`src/rtl/lvlarb_pkg.sv`:
```
package lvlarb_pkg;
  typedef enum logic [1:0] {
    MODE_SINGLE = 2'b00,
    MODE_PRIO   = 2'b01,
    MODE_RROBIN = 2'b10,
    MODE_NONE   = 2'b11
  } arb_mode_e;

  typedef enum logic [1:0] {
    ST_IDLE  = 2'b00,
    ST_OFFER = 2'b01,
    ST_OWNED = 2'b10
  } arb_state_e;
endpackage

```
`src/rtl/lvlarb_pick.sv`:
```
module lvlarb_pick
  import lvlarb_pkg::*;
#(
  parameter int NLVL = 4,
  localparam int LW = $clog2(NLVL)
) (
  input  logic [NLVL-1:0] req,
  input  arb_mode_e       mode,
  input  logic [LW-1:0]   single_lvl,
  input  logic [LW-1:0]   rr_ptr,
  output logic            hit,
  output logic [LW-1:0]   lvl
);
  logic [NLVL-1:0] mask;
  logic [NLVL-1:0] elig;
  logic            hit_prio, hit_rr;
  logic [LW-1:0]   lvl_prio, lvl_rr;
  logic [LW-1:0]   rot_idx [NLVL];

  // candidate order for rotation: ptr-1, ptr-2, ..., ptr
  for (genvar k = 0; k < NLVL; k++) begin : g_rot
    assign rot_idx[k] = LW'((int'(rr_ptr) + NLVL - 1 - k) % NLVL);
  end

  always_comb begin
    mask = '0;
    case (mode)
      MODE_SINGLE: mask[single_lvl] = 1'b1;
      MODE_PRIO,
      MODE_RROBIN: mask = '1;
      default:     mask = '0;
    endcase
    elig = req & mask;

    hit_prio = 1'b0;
    lvl_prio = '0;
    for (int i = 0; i < NLVL; i++) begin
      if (elig[i]) begin
        hit_prio = 1'b1;
        lvl_prio = LW'(i);
      end
    end

    hit_rr = 1'b0;
    lvl_rr = '0;
    for (int k = NLVL - 1; k >= 0; k--) begin
      if (elig[rot_idx[k]]) begin
        hit_rr = 1'b1;
        lvl_rr = rot_idx[k];
      end
    end

    if (mode == MODE_RROBIN) begin
      hit = hit_rr;
      lvl = lvl_rr;
    end else begin
      hit = hit_prio;
      lvl = lvl_prio;
    end
  end
endmodule

```
`src/rtl/lvlarb_fsm.sv`:
```
module lvlarb_fsm
  import lvlarb_pkg::*;
#(
  parameter int NLVL = 4,
  localparam int LW = $clog2(NLVL)
) (
  input  logic            clk,
  input  logic            rst_n,
  input  logic            busy,
  input  logic            hit,
  input  logic [LW-1:0]   lvl,
  output logic [NLVL-1:0] grant,
  output logic [LW-1:0]   owner,
  output logic [LW-1:0]   rr_ptr,
  output logic            owned
);
  arb_state_e st;
  logic       fire;

  assign fire  = hit && !busy && (st != ST_OFFER);
  assign owned = (st == ST_OWNED);

  always_ff @(posedge clk) begin
    if (!rst_n) begin
      st     <= ST_IDLE;
      grant  <= '0;
      owner  <= '0;
      rr_ptr <= '0;
    end else begin
      case (st)
        ST_IDLE, ST_OWNED: begin
          if (!busy) begin
            if (fire) begin
              grant  <= NLVL'(1) << lvl;
              owner  <= lvl;
              rr_ptr <= lvl;
              st     <= ST_OFFER;
            end else begin
              st <= ST_IDLE;
            end
          end
        end
        ST_OFFER: begin
          if (busy) begin
            grant <= '0;
            st    <= ST_OWNED;
          end
        end
        default: st <= ST_IDLE;
      endcase
    end
  end

  AST_OFFER_HELD: assert property (@(posedge clk) disable iff (!rst_n)
    (grant != '0 && !busy) |=> (grant == $past(grant)));
  AST_TAKEN_DROPS: assert property (@(posedge clk) disable iff (!rst_n)
    (grant != '0 && busy) |=> (grant == '0));
endmodule

```
`src/rtl/lvlarb_clear.sv`:
```
module lvlarb_clear
  import lvlarb_pkg::*;
#(
  parameter int NLVL = 4,
  localparam int LW = $clog2(NLVL)
) (
  input  logic            clk,
  input  logic            rst_n,
  input  arb_mode_e       mode,
  input  logic            busy,
  input  logic [NLVL-1:0] req,
  input  logic            owned,
  input  logic [LW-1:0]   owner,
  output logic            clear
);
  logic [NLVL-1:0] above;

  for (genvar i = 0; i < NLVL; i++) begin : g_above
    assign above[i] = req[i] && (LW'(i) > owner);
  end

  always_ff @(posedge clk) begin
    if (!rst_n) clear <= 1'b0;
    else        clear <= (mode == MODE_PRIO) && owned && busy && (|above);
  end

  AST_CLR_FALLS: assert property (@(posedge clk) disable iff (!rst_n)
    !busy |=> !clear);
  AST_CLR_PRIO_ONLY: assert property (@(posedge clk) disable iff (!rst_n)
    clear |-> ($past(mode) == MODE_PRIO));
endmodule

```
`src/rtl/lvl_bus_arbiter.sv`:
```
module lvl_bus_arbiter
  import lvlarb_pkg::*;
#(
  parameter int NLVL = 4,
  localparam int LW = $clog2(NLVL)
) (
  input  logic            clk,
  input  logic            rst_n,
  input  logic [1:0]      mode_i,
  input  logic [LW-1:0]   single_lvl_i,
  input  logic [NLVL-1:0] req_i,
  input  logic            busy_i,
  output logic [NLVL-1:0] grant_o,
  output logic            clear_o
);
  arb_mode_e     mode;
  logic          hit;
  logic [LW-1:0] lvl, owner, rr_ptr;
  logic          owned;

  assign mode = arb_mode_e'(mode_i);

  lvlarb_pick #(.NLVL(NLVL)) u_pick (
    .req(req_i), .mode(mode), .single_lvl(single_lvl_i), .rr_ptr(rr_ptr),
    .hit(hit), .lvl(lvl)
  );

  lvlarb_fsm #(.NLVL(NLVL)) u_fsm (
    .clk(clk), .rst_n(rst_n), .busy(busy_i), .hit(hit), .lvl(lvl),
    .grant(grant_o), .owner(owner), .rr_ptr(rr_ptr), .owned(owned)
  );

  lvlarb_clear #(.NLVL(NLVL)) u_clear (
    .clk(clk), .rst_n(rst_n), .mode(mode), .busy(busy_i), .req(req_i),
    .owned(owned), .owner(owner), .clear(clear_o)
  );

  AST_ONE_GRANT: assert property (@(posedge clk) disable iff (!rst_n)
    $onehot0(grant_o));
  AST_GRANT_AFTER_IDLE: assert property (@(posedge clk) disable iff (!rst_n)
    $rose(|grant_o) |-> !$past(busy_i));
  AST_SINGLE_LEVEL: assert property (@(posedge clk) disable iff (!rst_n)
    ($rose(|grant_o) && $past(mode_i) == 2'b00) |-> grant_o[$past(single_lvl_i)]);
  AST_NO_REQ_NO_GRANT: assert property (@(posedge clk) disable iff (!rst_n)
    (grant_o == '0 && req_i == '0) |=> (grant_o == '0));
  AST_RESERVED_SILENT: assert property (@(posedge clk) disable iff (!rst_n)
    ($past(mode_i) == 2'b11) |-> !$rose(|grant_o));
endmodule

```
`config.mk`:
```
export PLATFORM = sky130hd
export DESIGN_NAME = lvl_bus_arbiter
export DESIGN_NICKNAME = d
export VERILOG_FILES = /design/src/rtl/lvlarb_pkg.sv /design/src/rtl/lvlarb_pick.sv /design/src/rtl/lvlarb_fsm.sv /design/src/rtl/lvlarb_clear.sv /design/src/rtl/lvl_bus_arbiter.sv
export SDC_FILE = /design/constraint.sdc
export NUM_CORES = 1
export LEC_CHECK = 0
export ABC_AREA = 1
export CAP_MARGIN = 0
export CORE_MARGIN = 10
export CORE_UTILIZATION = 61
export DETAILED_ROUTE_END_ITERATION = 8
export DONT_BUFFER_PORTS = 1
export GPL_TIMING_DRIVEN = 0
export PLACE_DENSITY_LB_ADDON = 0.05
export SLEW_MARGIN = 10
export SYNTH_ARGS = -nofsm -noshare
export SYNTH_HDL_FRONTEND = slang
export SYNTH_SLANG_ARGS = --single-unit
```
`constraint.sdc`:
```
create_clock -name clk -period 2.3 [get_ports clk]
set_clock_uncertainty 0.1 [all_clocks]
set_input_delay 0.46 -clock clk [delete_from_list [all_inputs] [get_ports clk]]
set_output_delay 0.46 -clock clk [all_outputs]
set_load 0.01 [all_outputs]
```
---- Yosys cells after proc, flatten, opt, wreduce, memory -nomap -nowiden ----
Index checks and enable logic that the tools add are counted.
storage, ports and cells
  bits in registers ....................... 9
  input bits .............................. 11
  output and inout bits ................... 5
  logic and storage cells ................. 86
operators by class
  $add $sub $neg .......................... 5
  $lt $le $gt $ge ......................... 10
  eq/ne operators ......................... 8
  shifts and indexed selects .............. 1
  mux-type cells .......................... 36
  bitwise operators ....................... 2
  reduce and logical (&&, ||, !) cells .... 20
operators with widths
  operator               count
  $mux W2                9
  $mux W1                16
  $pmux W4 S2            2
  $lt A2 B3 Y1 const B   5
  $mux W4                3
  $logic_and A1 B1 Y1    10
  $bmux W1 S2            4
  $and A4 B4 Y4          1
  $eq A2 B1 Y1 const B   2
  $eq A2 B2 Y1 const B   2
  $gt A1 B2 Y1 const A   2
  $gt A2 B2 Y1 const A   2
  $logic_not A2 Y1       2
  $ne A2 B1 Y1 const B   2
  $ne A2 B2 Y1 const B   2
  $pmux W2 S2            1
  $reduce_and A4 Y1      1
  $reduce_or A2 Y1       2
  $reduce_or A4 Y1       1
  $shl A1 B2 Y4 const A  1
  $sub A2 B1 Y2 const B  2
  $sub A2 B2 Y2 const B  2
  $reduce_and A3 Y1      1
  $add A2 B1 Y2 const B  1
  other kinds (6)        6

---- Logic depth before layout (Yosys ltp) ----
Gate-level depths: netlist of the first run.
  depth after elaboration ................. 18
  gate-level depth with buffers ........... 17
  mapped depth without buffers ............ 17

---- By module ----
From an unflattened synthesis of the first run, not the netlist that was laid out.
unflattened totals
  cell total of the unflattened synthesis .. 150
  area, all modules ....................... 830.8 um^2
by module, submodules not included
  module        instances  cells each  area each (um^2)  sequential area each (um^2)
  lvlarb_fsm    1          59          387.9             160.2
  lvlarb_pick   1          77          369.1             0.0
  lvlarb_clear  1          14          73.8              20.0

---- Least setup slack after synthesis of the first run ----
OpenSTA, ideal clock, no wires.
  kind .................................... register to register
  start point ............................. reg, netlist name u_fsm.owner[0]
  end point ............................... reg u_fsm.grant[1]
  library setup time ...................... 0.117 ns
  arrival time ............................ 1.716 ns
  data required time ...................... 2.083 ns
  setup slack ............................. 0.367 ns
  stages on the path, launching flop included .. 16
  buffers on the path ..................... 1
  clock period less this slack ............ 1.933 ns
  cell sequence ........................... dfxtp_1 buf_6 inv_2 ha_1 xnor2_1 inv_1 nand2_1 nand2_1 inv_2 nand2_1 nand2_1 nand2_2 a21oi_2 nor2_1 nor2_1 nor2_1
RTL lines
  element               RTL line          text
  end signal, assigned  lvlarb_fsm.sv:34  grant <= NLVL'(1) << lvl;
  end, declared         lvlarb_fsm.sv:12  output logic [NLVL-1:0] grant,

==> results of run 1 <==
-- report_power, final --
| part | internal (W) | switching [W] | total (W) |
|---|---|---|---|
| combinational | 0.0000642 | 0.000113 | 0.000178 |
| clock | 0.0000669 | 0.0000548 | 0.000122 |
| sequential | 0.000167 | 0.0000116 | 0.000178 |
| total | 0.000298 | 0.000180 | 0.000478 |
-- state kept, by name, indices dropped and copies added, names as in the netlist --
name           count
u_clear.clear      1
u_fsm.st           2
u_fsm.owner        2
u_fsm.grant        4
-- what timing repair did --
| item | 4_1_cts | 5_1_grt |
|---|---|---|
| hold buffers | 0 | 0 |
| gates resized for setup | 0 | 2 |
| endpoints found under the hold margin | 0 | 0 |
| endpoints found under the setup margin | 0 | 4 |
-- worst register-to-register path, delay by kind of cell (launching register included) --
family                   cells  cell delay (ns)
AND/OR/NAND/NOR              7             0.51
adder cells (fa/ha/maj)      1             0.38
flip-flops                   1             0.36
buffers and inverters        4             0.36
XOR/XNOR                     1             0.14
AO/OA/AOI/OAI                1             0.14
-- metal layers --
metal | global-route usage, % | vias up | wire (um)
met5 | 0 | - | 0
met2 | 18.8 | 18 | 836
met4 | 3.02 | 0 | 22
met3 | 6.42 | 2 | 173
li1 | - | 435 | -
met1 | 12.1 | 330 | 758
-- metrics by stage --
| stage | setup TNS, ns | worst slack (ns) | hold slack (ns) |
|---|---|---|---|
| after floorplan | 0 | 0.367 | 0.353 |
| after global placement | 0 | 0.219 | 0.371 |
| after detailed placement | 0 | 0.177 | 0.379 |
| after CTS | 0 | 0.159 | 0.254 |
| after global routing | -0.00872 | -0.00872 | 0.267 |
| final | 0 | 0.259 | 0.255 |
-- how the worst max path moves through the flow --
| stage | start | end | slack [ns] | depth (start not counted) |
|---|---|---|---|---|
| after CTS | u_fsm.owner[0] | u_fsm.grant[2] | 0.16 | 14 |
| after global routing | u_fsm.owner[0] | u_fsm.grant[2] | -0.009 | 14 |
| after floorplan | u_fsm.owner[0] | u_fsm.grant[1] | 0.37 | 15 |
| after global placement | u_fsm.owner[0] | u_fsm.grant[1] | 0.22 | 15 |
| final | u_fsm.owner[0] | u_fsm.grant[2] | 0.26 | 14 |
| after detailed placement | u_fsm.owner[0] | u_fsm.grant[2] | 0.18 | 14 |
-- cells in the mapped netlist --
cell type	count
sky130_fd_sc_hd__nand2_1	36
sky130_fd_sc_hd__inv_1	23
sky130_fd_sc_hd__nand3_1	15
sky130_fd_sc_hd__nor2_1	14
sky130_fd_sc_hd__dfxtp_1	9
sky130_fd_sc_hd__a21oi_1	8
sky130_fd_sc_hd__ha_1	7
sky130_fd_sc_hd__nand2_2	5
sky130_fd_sc_hd__nand3_2	4
sky130_fd_sc_hd__nor2_2	4
sky130_fd_sc_hd__inv_2	2
sky130_fd_sc_hd__o21ai_0	2
sky130_fd_sc_hd__a211oi_1	1
sky130_fd_sc_hd__a21boi_0	1
sky130_fd_sc_hd__a21oi_2	1
sky130_fd_sc_hd__buf_6	1
sky130_fd_sc_hd__nand4_1	1
sky130_fd_sc_hd__nor3_1	1
sky130_fd_sc_hd__nor4b_1	1
sky130_fd_sc_hd__xnor2_1	1
-- cells by family (layout without fill, tap and decap cells) --
kind of cell | Yosys count | in the layout | share of synthesized area [%]
flip-flops | 9 | 9 | 21.6
adder cells (fa/ha/maj) | 7 | 7 | 10.5
XOR/XNOR | 1 | 1 | 1.05
buffers and inverters | 26 | 30 | 12.6
AO/OA/AOI/OAI | 13 | 13 | 8.85
AND/OR/NAND/NOR | 81 | 81 | 45.4
-- layout make-up --
type,count,area (um^2)
fill,127,412
clock buffer,4,26.3
inverter,25,93.8
tap,15,18.8
buffer,1,11.3
multi-input combinational,102,559
sequential,9,180
==> results_dict.tcl, run 1 <==
set metrics [dict create \
    gp_congestion 0.800 \
    synth.cell_area_um2 835 \
    violation_count_after_the_first_detailed_routing_iteration 18 \
    worst-endpoint-required_ns 2.39 \
    timing.final.crit_share_pct 88.8 \
    mappedNetlistNets 155 \
    ant_cells 0 \
    clk_transition_reported_paths_ns 0.06 \
    critical_path.most_common_cell "sky130_fd_sc_hd__nand2_1" \
    synth.largest_area_cell "sky130_fd_sc_hd__dfxtp_1" \
    timing.critical_path.max_delay_family "simple AND/OR/NAND/NOR gates" \
    r2r.worst_path.cells 14 \
    clockBufferDepth 2 \
    layout.cells.non_filler 156 \
    critical_path.n_buffers_inverters 4 \
    ports_placed_on_the_boundary 16 \
    cts.root.buffer_cell "sky130_fd_sc_hd__clkbuf_4" \
    critical-path-slowest-cell "sky130_fd_sc_hd__ha_2" \
    core_area_um2 1300 \
    run_status "complete, no violations" \
    critPathMaxStageDelay_ns 0.38 \
    maxClockFrequency_mhz 490 \
    crit_path_end_kind "register" \
    worstPathCellList "buf_6, inv_2, ha_2, xnor2_2, inv_1, nand2_1, nand2_1, inv_2, nand2_2, nand3_1, nand3_2, nand2_1, nand3_1, a21oi_1" \
    setup_viol_count_final 0 \
    final_cell_area_excluding_filler_cells_um2 890 \
    maxCapViolations 0 \
    grt_pass1_vias 756 \
    tritoncts_clock_tree "yes" \
    hpwl_mm 1.53 \
    hold_path_end "u_fsm.owner[1]" \
    syn_avg_cell_area_um2 6.09 \
    hold_path_class "in -> reg" \
    timing.critical_path.arrival_ns 2.13 \
    ctsHtreeMaxLevel 1 \
    cellPowerDensity_nw_per_um2 537 \
    syn_inst 137 \
    overflow 0 \
    layout_commonest_cell "sky130_fd_sc_hd__nand2_1" \
    postCtsSetupBuffers 0 \
    regToRegSetupSlack_ns 0.26 \
    synth-seq-cells 9 \
    numPlacedInstances 152 \
    maxSlewHeadroom_pct 72.1 \
    die_h_um 57.0 \
    critical_r2r_capture "u_fsm.grant[2]" \
    timing_hold_violations_final 0 \
    report.power.total_w 0.000478 \
    wirelength_mm 1.79 \
    power_leakage_nw 0.450 \
    critical_path_fanout_max 8 \
    cts_made_buffers 3 \
    via_per_inst 5.03 \
    drc 0 \
    regToRegStartpoint "u_fsm.owner[0]" \
    vdd_drop_max_uv 337 \
    grt_pass1_wl_mm 3.08 \
    total_die_area_um2 3250 \
    seq_area_frac_synth_pct 21.6 \
    final_core_utilization_pct 68.4 \
    place.port_buffers 0 \
    path_class "reg -> reg" \
    setup.worst_path.start_class "register" \
    min_period_ns 2.04 \
    die_w_um 57.0 \
    clock_insertion_delay_worst_skew_ns 0.26 \
    worst_pin_slew_ns 0.415 \
    grt_max_degree 9 \
    dpl-instance-area_um2 853 \
    hold_path.startpoint "rst_n" \
    routedWlPerCell_um 11.5 \
    initial_core_util_pct 64.1 \
    drt.antenna.violating_nets 0 \
    area_overhead_vs_synth_pct 6.60 \
    timing.final.max_slew_violations 0 \
    placementRows 13 \
    number_of_antenna_violations_at_the_first_check_in_global_routing 0 \
    cts.sinks 9 \
    grt_total_usage_pct 11.3 \
    synth_warnings 0 \
    finalNetCount 160 \
    layout_common_cells "sky130_fd_sc_hd__nand2_1, sky130_fd_sc_hd__inv_1, sky130_fd_sc_hd__nand3_1, sky130_fd_sc_hd__nor2_1, sky130_fd_sc_hd__dfxtp_1" \
    synth.area.top_cells "sky130_fd_sc_hd__dfxtp_1, sky130_fd_sc_hd__nand2_1, sky130_fd_sc_hd__ha_1" \
    yosysTopAreaCellShare_pct 21.6 \
    drive_gt1_share_pct 15.6 \
    netlist-cell-type-count 20 \
    min_path_cells 2 \
    detail_route.first_pass.iterations 4 \
    total_via_count_after_detailed_routing 785 \
]
Note: power is estimated with default switching activity, not from simulation.
==> run 2, diff against run 1 <==
CELL_PAD_IN_SITES_DETAIL_PLACEMENT = 2   (was not set)
CELL_PAD_IN_SITES_GLOBAL_PLACEMENT = 2   (was not set)
CORE_UTILIZATION = 31   (was 61)
==> run 2 against run 1 <==
Against the previous run: design area grew 3.7%; sequential share of layout area shrank 0.58 points; worst setup slack better by 0.046 ns; first-iteration DRC count down 28%; non-clock buffer count is the same; die area is 59% higher.
==> results_dict.tcl, run 2 (synthesis results as in run 1) <==
set metrics [dict create \
    run_status "complete, no violations" \
    power_leakage_nw 0.454 \
    timing_hold_violations_final 0 \
    timing.final.crit_share_pct 86.8 \
    worstPathCellList "buf_6, inv_4, ha_4, xnor2_2, inv_1, nand2_1, nand2_1, inv_2, nand2_2, nand2_1, nand2_1, nand3_2, nand3_2, nor2_1, nor2_1, nor2_1" \
    min_period_ns 2.00 \
    core_area_um2 2520 \
    grt_pass1_wl_mm 4.26 \
    totalNegativeSetupSlack_ns 0 \
    vdd_drop_max_uv 297 \
    initial_core_util_pct 33.1 \
    layout.cells.non_filler 171 \
    placementRows 18 \
    setup_viol_count_final 0 \
    total_via_count_after_detailed_routing 859 \
    drc 0 \
    hold_path.startpoint "rst_n" \
    clk_transition_reported_paths_ns 0.07 \
    crit_path_end_kind "register" \
    tritoncts_clock_tree "yes" \
    largest_register_ff_count 4 \
    clock_insertion_delay_worst_skew_ns 0.27 \
    grt_total_usage_pct 9.83 \
    gp_congestion 0.725 \
    die_w_um 71.9 \
    number_of_antenna_violations_at_the_first_check_in_global_routing 0 \
    place.port_buffers 0 \
    critical_path.most_common_cell "sky130_fd_sc_hd__nand2_1" \
    cts-hold-fix-buffers 0 \
    ctsHtreeMaxLevel 1 \
    hpwl_mm 2.07 \
    registers_with_the_highest_flip_flop_counts "u_fsm.grant: 4 flops, u_fsm.owner: 2 flops, u_fsm.st: 2 flops" \
    layout_commonest_cell "sky130_fd_sc_hd__nand2_1" \
    cts.root.buffer_cell "sky130_fd_sc_hd__clkbuf_4" \
    worst_pin_slew_ns 0.394 \
    overflow 0 \
    worst-endpoint-required_ns 2.41 \
    layout_common_cells "sky130_fd_sc_hd__nand2_1, sky130_fd_sc_hd__inv_1, sky130_fd_sc_hd__nand3_1, sky130_fd_sc_hd__nor2_1" \
    min_path_cells 2 \
    grt_pass1_vias 936 \
    clockBufferDepth 2 \
    area_overhead_vs_synth_pct 10.5 \
    final_cell_area_excluding_filler_cells_um2 922 \
    setup.worst_path.start_class "register" \
    top_register "u_fsm.grant" \
    critical-path-slowest-cell "sky130_fd_sc_hd__dfxtp_2" \
    setup_repair_after_global_routing_missed_its_margin "false" \
    drive_gt1_share_pct 16.3 \
    finalNetCount 160 \
    dpl-instance-area_um2 872 \
    critical_path.n_buffers_inverters 4 \
    regToRegStartpoint "u_fsm.owner[0]" \
    timing.final.max_slew_violations 0 \
    maxCapViolations 0 \
    maxSlewHeadroom_pct 73.5 \
    path_class "reg -> reg" \
    worst-path-stages 16 \
    total_die_area_um2 5170 \
    via_per_inst 5.02 \
    drt.antenna.violating_nets 0 \
    violation_count_after_the_first_detailed_routing_iteration 13 \
    die_h_um 71.9 \
    maxClockFrequency_mhz 501 \
    ports_placed_on_the_boundary 16 \
    routedWlPerCell_um 14.1 \
    cellPowerDensity_nw_per_um2 547 \
    fillCellCount 337 \
    cts.sinks 9 \
    detail_route.first_pass.iterations 2 \
    timing.critical_path.arrival_ns 2.11 \
    grt_max_degree 9 \
    hold_path_class "in -> reg" \
    timing.critical_path.max_delay_family "simple AND/OR/NAND/NOR gates" \
    critPathMaxStageDelay_ns 0.34 \
    wirelength_mm 2.42 \
    ant_cells 0 \
    critical_path_fanout_max 8 \
    cts_made_buffers 3 \
    timing.critical_path.from "u_fsm.owner[0]" \
    r2r.worst_path.cells 16 \
    numPlacedInstances 167 \
]
run 2: cell type report:
cell class / instances / area [um^2] / share of cell area (%)
tap: 30 / 37.5 / 4.07
buffer: 1 / 11.3 / 1.22
multi-input combinational: 102 / 569 / 61.7
sequential: 9 / 181 / 19.7
inverter: 25 / 96.3 / 10.4
clock buffer: 4 / 26.3 / 2.85
run 2: path summary, 6_finish.rpt:
| check | to | slack (ns) |
|---|---|---|
| max reg2reg | u_fsm.grant[1] | 0.30 |
| max | u_fsm.grant[1] | 0.30 |
| min | u_fsm.owner[1] | 0.23 |
| min reg2reg | u_clear.clear | 0.39 |
run 2: metrics by stage:
step / utilization [%] / hold WS (ns) / total power, W / worst slack [ns]
2_1_floorplan: - / 0.353 / 0.000323 / 0.367
3_3_place_gp: 34.6 / 0.372 / 0.000355 / 0.163
3_5_place_dp: 34.6 / 0.386 / 0.000365 / 0.0962
4_1_cts: 35.6 / 0.227 / 0.000497 / 0.0649
5_1_grt: 36.6 / 0.218 / 0.000553 / 0.0193
6_report: 36.6 / 0.226 / 0.000504 / 0.304
run 2: per-layer routing:
metal	track usage (%)	part of all wire [%]
met5	0	0
met4	1.29	0.62
met3	5.37	8.8
met2	16.0	46
met1	11.3	44
run 2: worst reg2reg max path, stage by stage, from the launching register on:
cell	delay, ns
sky130_fd_sc_hd__dfxtp_2	0.34
sky130_fd_sc_hd__buf_6	0.14
sky130_fd_sc_hd__inv_4	0.07
sky130_fd_sc_hd__ha_4	0.26
sky130_fd_sc_hd__xnor2_2	0.20
sky130_fd_sc_hd__inv_1	0.07
sky130_fd_sc_hd__nand2_1	0.07
sky130_fd_sc_hd__nand2_1	0.06
sky130_fd_sc_hd__inv_2	0.06
sky130_fd_sc_hd__nand2_2	0.05
sky130_fd_sc_hd__nand2_1	0.06
sky130_fd_sc_hd__nand2_1	0.06
sky130_fd_sc_hd__nand3_2	0.08
sky130_fd_sc_hd__nand3_2	0.10
sky130_fd_sc_hd__nor2_1	0.13
sky130_fd_sc_hd__nor2_1	0.05
sky130_fd_sc_hd__nor2_1	0.07
run 2: timing repair:
item,in CTS,in global routing
endpoints found under the setup margin,0,5
buffers inserted,0,0
resized for setup,0,5
run 2: report_power, final:
group / internal, W / leakage [nW] / switching [W]
sequential: 0.000167 / 0.0737 / 0.0000115
combinational: 0.0000691 / 0.365 / 0.000125
clock: 0.0000672 / 0.0150 / 0.0000645
==> run 3, diff against run 2 <==
ABC_AREA = not set   (was 1)
CORE_MARGIN = 4   (was 10)
CORE_UTILIZATION = 36   (was 31)
==> run 3 against run 2 <==
Against the previous run: wire length is 4.0% lower; register-to-register slack worse by 0.17 ns; area after synthesis is 2.7% lower; critical path depth is 7 lower; sequential share of layout area is 0.16 points higher; sequential power is 2% higher; flip-flop and latch count stayed put; global-route usage is 6.2 points higher.
==> results_dict.tcl, run 3 <==
set metrics [dict create \
    run_status "complete, no violations" \
    drive_gt1_share_pct 25.8 \
    netlist-cell-type-count 38 \
    violation_count_after_the_first_detailed_routing_iteration 10 \
    synth_compound_gate_area_share_pct 33.6 \
    finalNetCount 116 \
    core_area_um2 2040 \
    timing.final.max_slew_violations 0 \
    setup_viol_count_final 0 \
    grt_pass1_wl_mm 3.99 \
    place.port_buffers 0 \
    vdd_drop_max_uv 383 \
    critical_path.most_common_cell "sky130_fd_sc_hd__a21oi_1" \
    routedWlPerCell_um 18.7 \
    final_cell_area_excluding_filler_cells_um2 915 \
    cts-hold-fix-buffers 0 \
    yosysTopAreaCellShare_pct 22.2 \
    worstPathCellList "inv_1, ha_1, buf_6, nand4b_4, a21oi_1, a21oi_1, a2111o_1, o221a_4, a32o_1" \
    largest_register_ff_count 4 \
    timing.critical_path.max_delay_family "compound AO/OA/AOI/OAI gates" \
    p_switching_w 0.000168 \
    total_via_count_after_detailed_routing 722 \
    timing_hold_violations_final 0 \
    ports_placed_on_the_boundary 16 \
    synth.area.top_cells "sky130_fd_sc_hd__dfxtp_1, sky130_fd_sc_hd__ha_1, sky130_fd_sc_hd__nand2b_1" \
    area_overhead_vs_synth_pct 12.6 \
    cts.root.buffer_cell "sky130_fd_sc_hd__clkbuf_4" \
    dpl-instance-area_um2 846 \
    top_register "u_fsm.grant" \
    critPathMaxStageDelay_ns 0.41 \
    yosys-mux-area-fraction_pct 1.23 \
    setup_repair_after_global_routing_missed_its_margin "false" \
    power_leakage_nw 0.335 \
    p_sw_share_pct 34.9 \
    die_w_um 55.5 \
    syn_avg_cell_area_um2 9.02 \
    seq_power_share_pct 37.8 \
    adder_and_majority_gate_portion_of_the_synthesized_area_pct 10.8 \
    layout.cells.non_filler 124 \
    die_h_um 55.5 \
    overflow 0 \
    drc 0 \
    synthFlopType "sky130_fd_sc_hd__dfxtp_1" \
    p_comb_share_pct 37.4 \
    wirelength_mm 2.32 \
    grt_max_degree 11 \
    worst-endpoint-required_ns 2.34 \
    maxCapViolations 0 \
    layout_common_cells "sky130_fd_sc_hd__inv_1, sky130_fd_sc_hd__dfxtp_1, sky130_fd_sc_hd__nand2b_1, sky130_fd_sc_hd__ha_1" \
    cts_made_buffers 3 \
    critical_path_fanout_max 10 \
    cellPowerDensity_nw_per_um2 526 \
    fraction_of_synthesis_flops_using_an_asynchronous_set_or_reset_pin_pct 0 \
    layout_commonest_cell "sky130_fd_sc_hd__inv_1" \
    totalNegativeSetupSlack_ns 0 \
    initial_core_util_pct 39.8 \
    clock_power_share_pct 24.9 \
    number_of_enable_flip_flop_cells_after_synthesis 0 \
    tritoncts_clock_tree "yes" \
    total_die_area_um2 3080 \
    path_class "in -> reg" \
    crit_path_end_kind "register" \
    grt_total_usage_pct 16.0 \
    ctsHtreeMaxLevel 1 \
    hpwl_mm 1.90 \
    drt.antenna.violating_nets 0 \
    maxClockFrequency_mhz 459 \
    synth-seq-cells 9 \
    seq_area_frac_synth_pct 22.2 \
    clock_insertion_delay_worst_skew_ns 0.25 \
    critical-path-slowest-cell "sky130_fd_sc_hd__a2111o_1" \
    setup.worst_path.start_class "input pin" \
    min_period_ns 2.18 \
    ant_cells 0 \
    number_of_antenna_violations_at_the_first_check_in_global_routing 0 \
    maxSlewHeadroom_pct 70.8 \
    synth-xor-area-share_pct 0 \
    timing.critical_path.arrival_ns 2.22 \
    cts.sinks 9 \
    clk_transition_reported_paths_ns 0.06 \
    detail_route.first_pass.iterations 4 \
    numPlacedInstances 117 \
    synth.largest_area_cell "sky130_fd_sc_hd__dfxtp_1" \
    registers_with_the_highest_flip_flop_counts "u_fsm.grant: 4 flops, u_fsm.owner: 2 flops, u_fsm.st: 2 flops" \
    mappedNetlistNets 108 \
    gp_congestion 0.754 \
    critical_path.n_buffers_inverters 2 \
    synth.top_cells.by_count "sky130_fd_sc_hd__inv_1, sky130_fd_sc_hd__dfxtp_1, sky130_fd_sc_hd__ha_1, sky130_fd_sc_hd__nand2b_1" \
    timing.final.crit_share_pct 94.7 \
    synth_warnings 0 \
    grt_pass1_vias 812 \
    synth_top_family_by_area "compound AO/OA/AOI/OAI gates" \
    cellInternalPower_w 0.000313 \
    via_per_inst 5.82 \
    syn_inst 90 \
    hold_path_class "in -> reg" \
    synth_simple_gate_area_share_pct 25.3 \
    synth.cell_area_um2 812 \
    clockBufferDepth 2 \
    regToRegSetupSlack_ns 0.13 \
    placementRows 16 \
    worst_pin_slew_ns 0.438 \
    yosysMostFrequentCell "sky130_fd_sc_hd__inv_1" \
]
==> run 3: cell types whose count changed after synthesis, moves of 5 or more <==
cell                       change
sky130_fd_sc_hd__inv_1        -12
sky130_fd_sc_hd__nand2b_1      +7
sky130_fd_sc_hd__nand3_1      -15
sky130_fd_sc_hd__nand2_2       -5
sky130_fd_sc_hd__nor2_1        -8
sky130_fd_sc_hd__nand2_1      -33
==> run 3: layout make-up <==
cell class	instances	area, um^2
clock buffer	4	26.3
inverter	12	45.0
tap	27	33.8
buffer	1	11.3
fill	240	1130
multi-input combinational	68	594
sequential	9	181
timing repair buffer	3	22.5
==> run 3: cells by family after synthesis <==
kind of cell             after synthesis
AO/OA/AOI/OAI                         28
adder cells (fa/ha/maj)                7
multiplexers                           1
AND/OR/NAND/NOR                       32
buffers and inverters                 13
flip-flops                             9
==> run 3: path summary, 6_finish.rpt <==
path | end | cells past startpoint | from
worst max register to register | u_fsm.grant[2] | 7 | u_fsm.owner[1]
worst min register to register | u_clear.clear | 2 | u_fsm.st[1]
worst min-delay path | u_fsm.st[1] | 2 | busy_i
worst max-delay path | u_fsm.grant[2] | 9 | mode_i[0]
==> run 3: layer usage <==
layer / up-vias / wire, um / GRT usage, %
li1: 351 / - / -
met1: 351 / 1030 / 19.4
met2: 20 / 1150 / 27.2
met3: 0 / 146 / 6.06
met4: 0 / 0 / 2.43
met5: - / 0 / 0
==> run 3: metrics by stage <==
stage	util, %	total power [W]	hold WS, ns	worst slack [ns]
after global placement	41.4	0.000332	0.388	-0.0963
final	44.8	0.000481	0.274	0.121
after global routing	44.8	0.000517	0.287	0.000193
after CTS	44.1	0.000479	0.260	0.0107
after floorplan	-	0.000305	0.363	0.0140
after detailed placement	41.4	0.000342	0.417	-0.147
==> run 3: power by group through the flow <==
stage / Combinational (W) / Clock [W] / Sequential, W
2_1_floorplan: 0.000126 / 0 / 0.000180
3_3_place_gp: 0.000150 / 0 / 0.000182
3_5_place_dp: 0.000158 / 0 / 0.000184
4_1_cts: 0.000174 / 0.000124 / 0.000181
5_1_grt: 0.000196 / 0.000138 / 0.000183
6_report: 0.000180 / 0.000120 / 0.000182
==> run 3: repair_timing <==
action / in CTS / in global routing
setup endpoints to repair: 6 / 6
resized for setup: 2 / 4
pin swaps: 1 / 1
setup buffers: 2 / 1
==> run 3: worst reg2reg max path, delay by kind of cell (launching register included) <==
kind,cells,cell delay (ns)
buffers and inverters,2,0.15
AO/OA/AOI/OAI,4,1.08
adder cells (fa/ha/maj),1,0.32
flip-flops,1,0.41
